[config.mk]
export PLATFORM = sky130hd
export DESIGN_NAME = hc_host_regs
export DESIGN_NICKNAME = d
export VERILOG_FILES = /design/src/rtl/hc_pkg.sv /design/src/rtl/hc_ctrl_decode.sv /design/src/rtl/hc_flag.sv /design/src/rtl/hc_window.sv /design/src/rtl/hc_host_regs.sv
export SDC_FILE = /design/constraint.sdc
export NUM_CORES = 1
export LEC_CHECK = 0
export BUFFER_PORTS_ARGS = -buffer_cell sky130_fd_sc_hd__buf_2
export CORE_ASPECT_RATIO = 1.2
export CORE_UTILIZATION = 40
export CTS_BUF_LIST = sky130_fd_sc_hd__clkbuf_2
export CTS_CLUSTER_DIAMETER = 60
export DETAILED_ROUTE_END_ITERATION = 10
export PLACE_DENSITY = 0.77
export SKIP_LAST_GASP = 1
export SYNTH_ARGS = -nofsm -noshare
export SYNTH_HDL_FRONTEND = slang
export SYNTH_SLANG_ARGS = --single-unit
[constraint.sdc]
create_clock -name clk -period 1.6 [get_ports clk]
set_clock_uncertainty 0.1 [all_clocks]
set_input_delay 0.08 -clock clk [delete_from_list [all_inputs] [get_ports clk]]
set_output_delay 0.08 -clock clk [all_outputs]
set_load 0.01 [all_outputs]
[src/rtl/hc_pkg.sv]
package hc_pkg;
    localparam int DW        = 8;
    localparam int B_CLR     = 0;
    localparam int B_DBUF    = 1;
    localparam int B_VG      = 2;
    localparam int B_MB      = 4;
    localparam int B_RAMSW   = 7;
    localparam int S_MBIDLE  = 5;
    localparam int S_VGBUSY  = 6;
    localparam int S_VBLANK  = 7;
    localparam int NFLAG     = 3;
    localparam int F_MB      = 0;
    localparam int F_VG      = 1;
    localparam int F_IRQ     = 2;

    typedef struct packed {
        logic [DW-1:0] ctrl;
        logic          mb_go;
        logic          vg_go;
        logic          clr;
    } ctrl_st_t;

    typedef struct packed {
        logic [DW-1:0] win;
    } win_st_t;
endpackage

[src/rtl/hc_ctrl_decode.sv]
module hc_ctrl_decode
    import hc_pkg::*;
(
    input  logic          clk,
    input  logic          rst_n,
    input  logic          we,
    input  logic [DW-1:0] wd,
    output logic          mb_rise,
    output logic          vg_rise,
    output logic          mb_go,
    output logic          vg_go,
    output logic          clr,
    output logic [DW-1:0] ctrl
);
    ctrl_st_t st_d, st_q;

    always_comb begin
        mb_rise = we && wd[B_MB] && !st_q.ctrl[B_MB];
        vg_rise = we && wd[B_VG] && !st_q.ctrl[B_VG];
        st_d       = st_q;
        st_d.mb_go = mb_rise;
        st_d.vg_go = vg_rise;
        st_d.clr   = we && wd[B_CLR] && !st_q.ctrl[B_CLR];
        if (we) st_d.ctrl = wd;
    end

    always_ff @(posedge clk) begin
        if (!rst_n) st_q <= '0;
        else        st_q <= st_d;
    end

    assign mb_go = st_q.mb_go;
    assign vg_go = st_q.vg_go;
    assign clr   = st_q.clr;
    assign ctrl  = st_q.ctrl;
endmodule

[src/rtl/hc_flag.sv]
module hc_flag (
    input  logic clk,
    input  logic rst_n,
    input  logic set,
    input  logic clr,
    output logic q
);
    logic q_d, q_q;

    always_comb begin
        q_d = q_q;
        if (clr) q_d = 1'b0;
        if (set) q_d = 1'b1;
    end

    always_ff @(posedge clk) begin
        if (!rst_n) q_q <= 1'b0;
        else        q_q <= q_d;
    end

    assign q = q_q;
endmodule

[src/rtl/hc_window.sv]
module hc_window
    import hc_pkg::*;
(
    input  logic       clk,
    input  logic       rst_n,
    input  logic       we,
    input  logic [DW-1:0] wd,
    input  logic       win_wr_en,
    output logic [1:0] win_src,
    output logic [1:0] rom_page,
    output logic [1:0] ram_bank,
    output logic       alpha_sel,
    output logic       win_wr_out
);
    win_st_t st_d, st_q;

    always_comb begin
        st_d = st_q;
        if (we) st_d.win = wd;
    end

    always_ff @(posedge clk) begin
        if (!rst_n) st_q <= '0;
        else        st_q <= st_d;
    end

    always_comb begin
        win_src   = st_q.win[4:3];
        ram_bank  = st_q.win[6:5];
        alpha_sel = st_q.win[7];
        unique case (win_src)
            2'd0:    rom_page = {1'b0, st_q.win[1]};
            2'd1:    rom_page = st_q.win[2:1];
            default: rom_page = 2'd0;
        endcase
        win_wr_out = win_wr_en && win_src[1];
    end
endmodule

[src/rtl/hc_host_regs.sv]
module hc_host_regs
    import hc_pkg::*;
(
    input  logic       clk,
    input  logic       rst_n,
    input  logic       wr_en,
    input  logic       wr_sel,
    input  logic [7:0] wr_data,
    input  logic       vblank,
    input  logic       mb_done,
    input  logic       vg_done,
    input  logic       firq_ack,
    input  logic       win_wr_en,
    output logic [7:0] status,
    output logic       mb_start,
    output logic       vg_start,
    output logic       poly_clear,
    output logic       disp_buf_sel,
    output logic       host_ram_sel,
    output logic       cop_ram_sel,
    output logic [1:0] win_src,
    output logic [1:0] rom_page,
    output logic [1:0] ram_bank,
    output logic       alpha_sel,
    output logic       firq,
    output logic       win_wr_out
);
    logic          mb_rise, vg_rise;
    logic [DW-1:0] ctrl;
    logic [NFLAG-1:0] f_set, f_clr, f_q;

    hc_ctrl_decode u_ctrl (
        .clk(clk), .rst_n(rst_n),
        .we(wr_en && !wr_sel), .wd(wr_data),
        .mb_rise(mb_rise), .vg_rise(vg_rise),
        .mb_go(mb_start), .vg_go(vg_start), .clr(poly_clear),
        .ctrl(ctrl)
    );

    hc_window u_win (
        .clk(clk), .rst_n(rst_n),
        .we(wr_en && wr_sel), .wd(wr_data),
        .win_wr_en(win_wr_en),
        .win_src(win_src), .rom_page(rom_page), .ram_bank(ram_bank),
        .alpha_sel(alpha_sel), .win_wr_out(win_wr_out)
    );

    always_comb begin
        f_set        = '0;
        f_clr        = '0;
        f_set[F_MB]  = mb_rise;
        f_clr[F_MB]  = mb_done;
        f_set[F_VG]  = vg_rise;
        f_clr[F_VG]  = vg_done;
        f_set[F_IRQ] = mb_done;
        f_clr[F_IRQ] = firq_ack;
    end

    for (genvar i = 0; i < NFLAG; i++) begin : g_flag
        hc_flag u_flag (
            .clk(clk), .rst_n(rst_n),
            .set(f_set[i]), .clr(f_clr[i]), .q(f_q[i])
        );
    end

    always_comb begin
        status           = '0;
        status[S_MBIDLE] = !f_q[F_MB];
        status[S_VGBUSY] = f_q[F_VG];
        status[S_VBLANK] = vblank;
    end

    assign firq         = f_q[F_IRQ];
    assign disp_buf_sel = ctrl[B_DBUF];
    assign host_ram_sel = ctrl[B_RAMSW];
    assign cop_ram_sel  = !ctrl[B_RAMSW];
endmodule

## Word-level counts from Yosys, hierarchy flattened

Index checks and enable logic that the tools add are counted.

- Bits in registers: 22
- Bits in latches: 0
- Memory bits (writable): 0
- ROM bits: 0
- Bits of input ports: 17
- Output and inout port bits: 23
- Word-level logic and storage cells: 35
- Memories kept: 0

- Add/subtract/negate cells: 0
- Multiply operators: 0
- Divide/modulo/power cells: 0
- Magnitude comparators: 0
- Equality and inequality tests: 1
- Shift-type cells: 0
- Mux-type cells: 7
- Bitwise logic cells: 0
- Reduce and logical (&&, ||, !) cells: 19

Operators with widths:

| kind | number |
|---|---|
| $logic_and 1x1->1 | 9 |
| $logic_not 1->1 | 6 |
| $mux 1 | 6 |
| $reduce_bool 2->1 | 3 |
| $pmux 2 s2 | 1 |
| $eq 2x1->1 const B | 1 |
| $logic_not 2->1 | 1 |

## Depth between registers and ports, before layout

Gate-level depths: netlist of the first run.

- Depth after elaboration: 5
- Mapped depth: 5

## Modules after synthesis

A second synthesis of the first run with hierarchy kept.

- Cell total of the unflattened synthesis: 85
- Area total of the unflattened synthesis: 949.7 sq um

By module, submodules not included:

| module | instances | cells an instance | area an instance (sq um) | sequential area each (sq um) |
|---|---|---|---|---|
| hc_ctrl_decode | 1 | 34 | 430.4 | 220.2 |
| hc_window | 1 | 30 | 315.3 | 140.1 |
| hc_flag | 3 | 3 | 41.3 | 20.0 |
| hc_host_regs | 1 | 12 | 80.1 | 0.0 |

## Worst setup path after synthesis of the first run

OpenSTA, ideal clock, no wires.

- Kind: input port to flip-flop
- From: input wr_sel
- To: register u_ctrl.st_q (netlist bit u_ctrl.ctrl[7])
- Setup time: 0.116 ns
- Arrival time: 0.636 ns
- Required time: 1.384 ns
- Setup slack: 0.748 ns
- Stages: 5
- Buffers on the path: 2
- Path through: buf_6 > nand2b_4 > buf_12 > mux2i_1 > nor2b_1

- Longest elaborated chain between the ends: 2

RTL lines:

| what | line | RTL |
|---|---|---|
| from (decl) | hc_host_regs.sv:7 | `input logic wr_sel,` |
| $logic_not 1->1 | hc_host_regs.sv:34 | `.we(wr_en && !wr_sel), .wd(wr_data),` |
| $logic_and 1x1->1 | hc_host_regs.sv:34 |  |
| to (signal assigned) | hc_ctrl_decode.sv:29 | `else st_q <= st_d;` |
| to (decl) | hc_ctrl_decode.sv:15 | `ctrl_st_t st_d, st_q;` |

No other way between the ends.
A chain may end at the register's enable or synchronous reset.

## Final worst setup path of the first run

- From: input mb_done
- To: register g_flag[2].u_flag.q_q

- Longest elaborated chain between the ends: 1
- Elaborated cells on any way between the ends: 2

RTL lines:

| what | line | RTL |
|---|---|---|
| from (decl) | hc_host_regs.sv:10 | `input logic mb_done,` |
| $mux 1 or $reduce_bool 2->1 (tied branches) | -- |  |
| to (signal assigned) | hc_flag.sv:18 | `else q_q <= q_d;` |
| to (decl) | hc_flag.sv:8 | `logic q_d, q_q;` |

Several ways; a longest one is shown, not always the timed one.

==> impl_metrics.yaml, run 1 <==
run_status:
  status: "finished, violations left"
  violations: "DRC"
sta:
  max_freq_mhz: 740
  rsz0062_at_grt: "no"
  hold_violations: 0
  setup_viol: 0
  timing.hold.ws_ns: 0.0230
  finalCritPeriodShare: 0.845
  setup-tns-final_ns: 0
  finalMaxSlewViolations: 0
  period_needed_ns: 1.35
global_routing:
  grt_pass1_wl_um: 2190
  antenna_found_initial: 0
  grt_usage: 0.135
  grt_max_degree: 17
  grt_overflow_total: 0
  first_global_vias: 529
floorplan:
  dieWidth_um: 43.3
  floorplan.initialDensity: 0.433
  dieArea_sq_um: 2230
  ios: 40
  die_y_um: 51.6
  coreArea_sq_um: 1890
  rows: 17
yosys:
  synth_most_common_cell: "dfxtp_1"
  ys_ff_latch: 18
  ys_warn_count: 0
  ys_types: 20
  yosysTopAreaCell: "dfxtp_1"
  synth-edff-count: 0
  syn_area_sq_um: 820
  netlist.area_leader.share: 0.440
  yosys-top-cells-area: "dfxtp_1, buf_4, a21boi_0"
  synth_common_cells: "dfxtp_1, buf_4, nand2_1"
  ys_async_sr_fraction: 0
  syn-mean-instance-area_sq_um: 9.53
  yosysSeqAreaShare: 0.440
  synth_ff_type: "dfxtp_1"
  synthCells: 86
setup_path:
  path_max_fanout: 2
  slowest_delay_ns: 0.54
  cpMostUsedCell: "dlygate4sd3_1"
  startpoint_type: "primary input"
  worstSetupPathType: "primary input to register"
  path_cells: "dlygate4sd3_1, buf_2, o21a_1, dlygate4sd3_1"
  arrival_ns: 1.45
  critPathCaptureType: "register"
  worst_path_max_delay_cell: "dlygate4sd3_1"
  cp.required_ns: 1.70
clock_tree:
  clock_sinks: 18
  clock_path_buffers: 2
  clock_latency_ns: 0.29
  numCtsBuffers: 3
  clockRootBuffer: "clkbuf_2"
  cts-htree-levels: 1
  cts_tree: "done"
  path_clk_slew_ns: 0.16
place:
  dp_cells: 126
  dp_hpwl_um: 1010
  io_buffers: 32
  place.gp.congestion: 0.726
layout:
  num_antenna_cells: 0
  fillers: 187
  nets: 140
  areaGrowthSynthToFinish_pct: 24.7
  finalCoreUtilization: 0.540
  drive_gt1_frac: 0.311
  final_cells: 141
power_and_ir_drop:
  powerDensity_nw_per_um2: 781
  ir_worst_vdd_v: 0.000442
  cellLeakagePower_nw: 0.497
  fin_total_pwr_uw: 798
detailed_routing:
  drtPass1Iterations: 7
  routed_wl_um: 1490
  drt-vias-per-instance: 4.68
  route.detailed.drc: 8
  initialDrtViolationCount: 17
  wl_per_cell_um: 10.6
  vias: 660
  ant_nets: 0
flow_run:
  cap_violations: 0
worst_hold_path:
  min_path_type: "primary input to register"
==> area by class of cell <==
cell class	count	area, sq um	area share
flip-flops and latches	18	360	0.353
clock inverters	1	3.75	0.00367
clock buffers	3	15.0	0.0147
repair buffers	43	270	0.264
multi-input cells	54	338	0.330
inverters	3	11.3	0.0110
well taps	19	23.8	0.0233
==> report_power, final <==
group / switching, mW / internal (mW) / total [mW]
clock: 0.134 / 0.0543 / 0.188
combinational: 0.0630 / 0.0695 / 0.133
sequential: 0.00948 / 0.468 / 0.478
total: 0.206 / 0.592 / 0.798
==> metrics by stage <==
step | setup slack [ns] | area, sq um
final | 0.248 | 1020
after global routing | 0.229 | 1020
after CTS | 0.262 | 1020
after detailed placement | 0.651 | 893
after global placement | 0.674 | 893
after floorplan | 0.748 | 835
==> worst max-delay path: cells and delay by family <==
family,cells,cell delay [ns]
AOI/OAI and AO/OA,1,0.17
buffers and inverters,3,1.20
==> state kept, by name, summed over array words and instances, names as in the netlist <==
| name | flops |
|---|---|
| g_flag.u_flag.q | 3 |
| u_ctrl.vg_go | 1 |
| u_ctrl.mb_go | 1 |
| u_ctrl.ctrl | 5 |
| u_win.st_q | 7 |
| u_ctrl.clr | 1 |
==> worst paths after layout <==
kind	startpoint	endpoint	slack [ns]	depth (start not counted)
min reg2reg	u_ctrl.ctrl[0]	u_ctrl.clr	0.34	1
min	wr_sel	u_win.st_q[7]	0.02	3
max reg2reg	g_flag[2].u_flag.q	g_flag[2].u_flag.q	0.26	3
max	mb_done	g_flag[2].u_flag.q	0.25	4
==> placed cells by master, fill, tap and decap left out <==
cell type / count
clkinv_1: 1
nand3b_1: 1
o21a_1: 1
inv_1: 3
dlygate4sd3_1: 11
dfxtp_1: 18
nand2_1: 9
nor2b_1: 7
nor3b_1: 1
nand3_1: 7
clkbuf_2: 3
mux2i_1: 5
nand2b_1: 2
nor2_1: 3
a21boi_0: 7
conb_1: 5
nand2b_4: 1
buf_2: 32
o22ai_2: 2
and2_1: 3
==> what timing repair did <==
| item | 4_1_cts | 5_1_grt |
|---|---|---|
| hold buffers | 11 | 0 |
| hold endpoints to repair | 17 | 0 |
| buffers inserted | 0 | 0 |
| gates resized for setup | 0 | 0 |
==> per-layer routing <==
metal	vias up	share of wire	routed length, um	GRT usage
met5	-	0	0	0
met4	0	0.020	30	0.0938
met3	4	0.063	94	0.0208
met2	31	0.46	683	0.227
met1	292	0.46	680	0.155
li1	333	-	-	-
==> kinds of logic (layout without fill, tap and decap cells) <==
logic type,count (synthesis),count (layout),synth area share
AND/OR/NAND/NOR,34,34,0.224
flip-flops,18,18,0.440
buffers and inverters,18,50,0.166
AO/OA/AOI/OAI,10,10,0.104
multiplexers,5,5,0.0611
other,1,5,0.00458
No activity file was read; power rests on OpenSTA's default activity.
==> inputs of run 2 (changes only) <==
Settings changed: PLACE_DENSITY 0.77 to 0.8.
Clock period 1.6 ns to 1.2 ns, I/O delays scaled along.
==> run 2 against run 1 <==
The run still ends with DRC left. Flip-flop and latch count unchanged. Combinational power rose by 39%. Final cell count rose by 2.1%. Sequential power increased by 33%. Setup slack worse by 0.17 ns. Worst hold slack got worse by 0.0030 ns. First-iteration DRC count is 29% higher. Register-to-register slack better by 0.04 ns. Cell area up 3.4%. Core utilization rose by 1.9 points. Sequential share of layout area shrank 0.93 points. Via count grew 0.45%.
==> impl_metrics.yaml, run 2 (synthesis results as in run 1) <==
global_routing:
  grt_max_degree: 17
  grt_usage: 0.153
  antenna_found_initial: 0
  grt_overflow_total: 0
  first_global_vias: 623
  grt_pass1_wl_um: 2480
setup_path:
  critPathCaptureType: "register"
  arrival_ns: 1.26
  cp.required_ns: 1.34
  path_max_fanout: 10
  startpoint_type: "primary input"
  worstSetupPathType: "primary input to register"
layout:
  top_register: "u_win.st_q"
  drive_gt1_frac: 0.320
  largest_register_ffs: 7
  layout_common_cells: "buf_2, dfxtp_1, dlygate4sd3_1"
  layout_commonest_cell: "buf_2"
  num_antenna_cells: 0
  areaGrowthSynthToFinish_pct: 29.0
  finalCoreUtilization: 0.558
  final_cells: 144
  nets: 143
  fillers: 188
clock_tree:
  path_clk_slew_ns: 0.17
  cts_tree: "done"
  postCtsSetupBuffers: 0
  clock_latency_ns: 0.31
  clockRootBuffer: "clkbuf_2"
  clock_path_buffers: 2
  numCtsBuffers: 3
  clock_sinks: 18
  cts-htree-levels: 1
sta:
  finalMaxSlewViolations: 0
  finalCritPeriodShare: 0.933
  rsz0062_at_grt: "yes"
  period_needed_ns: 1.12
  setup_viol: 0
  max_freq_mhz: 893
  hold_violations: 0
  timing.hold.ws_ns: 0.0200
place:
  dp_cells: 126
  place.gp.congestion: 0.719
  dp_hpwl_um: 1020
  io_buffers: 32
floorplan:
  ios: 40
  rows: 17
  floorplan.initialDensity: 0.433
  die_y_um: 51.6
  dieArea_sq_um: 2230
  dieWidth_um: 43.3
  coreArea_sq_um: 1890
power_and_ir_drop:
  ir_worst_vdd_v: 0.000510
  powerDensity_nw_per_um2: 1020
  cellLeakagePower_nw: 0.509
run_status:
  status: "finished, violations left"
  violations: "DRC"
flow_run:
  cap_violations: 0
worst_hold_path:
  min_path_type: "primary input to output pin"
detailed_routing:
  routed_wl_um: 1560
  vias: 663
  drt-vias-per-instance: 4.60
  wl_per_cell_um: 10.8
  drtPass1Iterations: 8
  ant_nets: 0
  route.detailed.drc: 8
  initialDrtViolationCount: 22
==> run 2: cell types whose count changed in the layout (fill, tap and decap cells not counted), sizes merged <==
cell         before  now
clkbuf            3    4
buf              32   31
dlygate4sd3      11   14
==> run 2: what timing repair did <==
action / 4_1_cts / 5_1_grt
endpoints found under the setup margin: 0 / 4
endpoints found under the hold margin: 18 / 0
gates resized for setup: 0 / 3
hold buffers: 14 / 0
==> run 2: worst paths after layout <==
kind,startpoint,endpoint,slack [ns],depth (start not counted)
max,wr_en,u_win.st_q[7],0.08,5
min,vblank,status[7],0.02,0
max reg2reg,u_ctrl.ctrl[2],g_flag[1].u_flag.q,0.30,3
min reg2reg,u_ctrl.ctrl[0],u_ctrl.clr,0.33,1
==> run 2: per-stage QoR <==
step                worst slack (ns)  TNS [ns]  power, mW  area (sq um)
floorplan                      0.368         0      0.774           835
global placement               0.295         0      0.794           893
CTS                           0.0568         0       1.09          1050
detailed placement             0.269         0      0.798           893
finish                        0.0800         0       1.08          1060
global route                -0.00351  -0.00351       1.13          1060
==> run 2: cell type report <==
| type | instances | area (sq um) | area share |
|---|---|---|---|
| repair buffers | 46 | 303 | 0.286 |
| inverters | 3 | 11.3 | 0.0107 |
| well taps | 19 | 23.8 | 0.0225 |
| multi-input cells | 54 | 338 | 0.320 |
| flip-flops and latches | 18 | 363 | 0.343 |
| clock inverters | 1 | 3.75 | 0.00355 |
| clock buffers | 3 | 15.0 | 0.0142 |
==> run 2: worst max-delay path, cell delays in order <==
cell	delay [ns]
dlygate4sd3_1	0.53
buf_2	0.19
nand2_1	0.22
nand2_1	0.07
a21boi_0	0.19
==> run 2: power breakdown <==
group          total (mW)  internal, mW  switching, mW
sequential          0.638         0.625         0.0133
combinational       0.185        0.0993         0.0859
clock               0.257        0.0724          0.184
total                1.08         0.797          0.283
==> run 2: layer usage <==
| layer | part of all wire | wire length, um | track usage |
|---|---|---|---|
| met1 | 0.43 | 666 | 0.145 |
| met4 | 0.028 | 43 | 0.120 |
| met5 | 0 | 0 | 0 |
| met2 | 0.49 | 756 | 0.285 |
| met3 | 0.057 | 89 | 0.0243 |
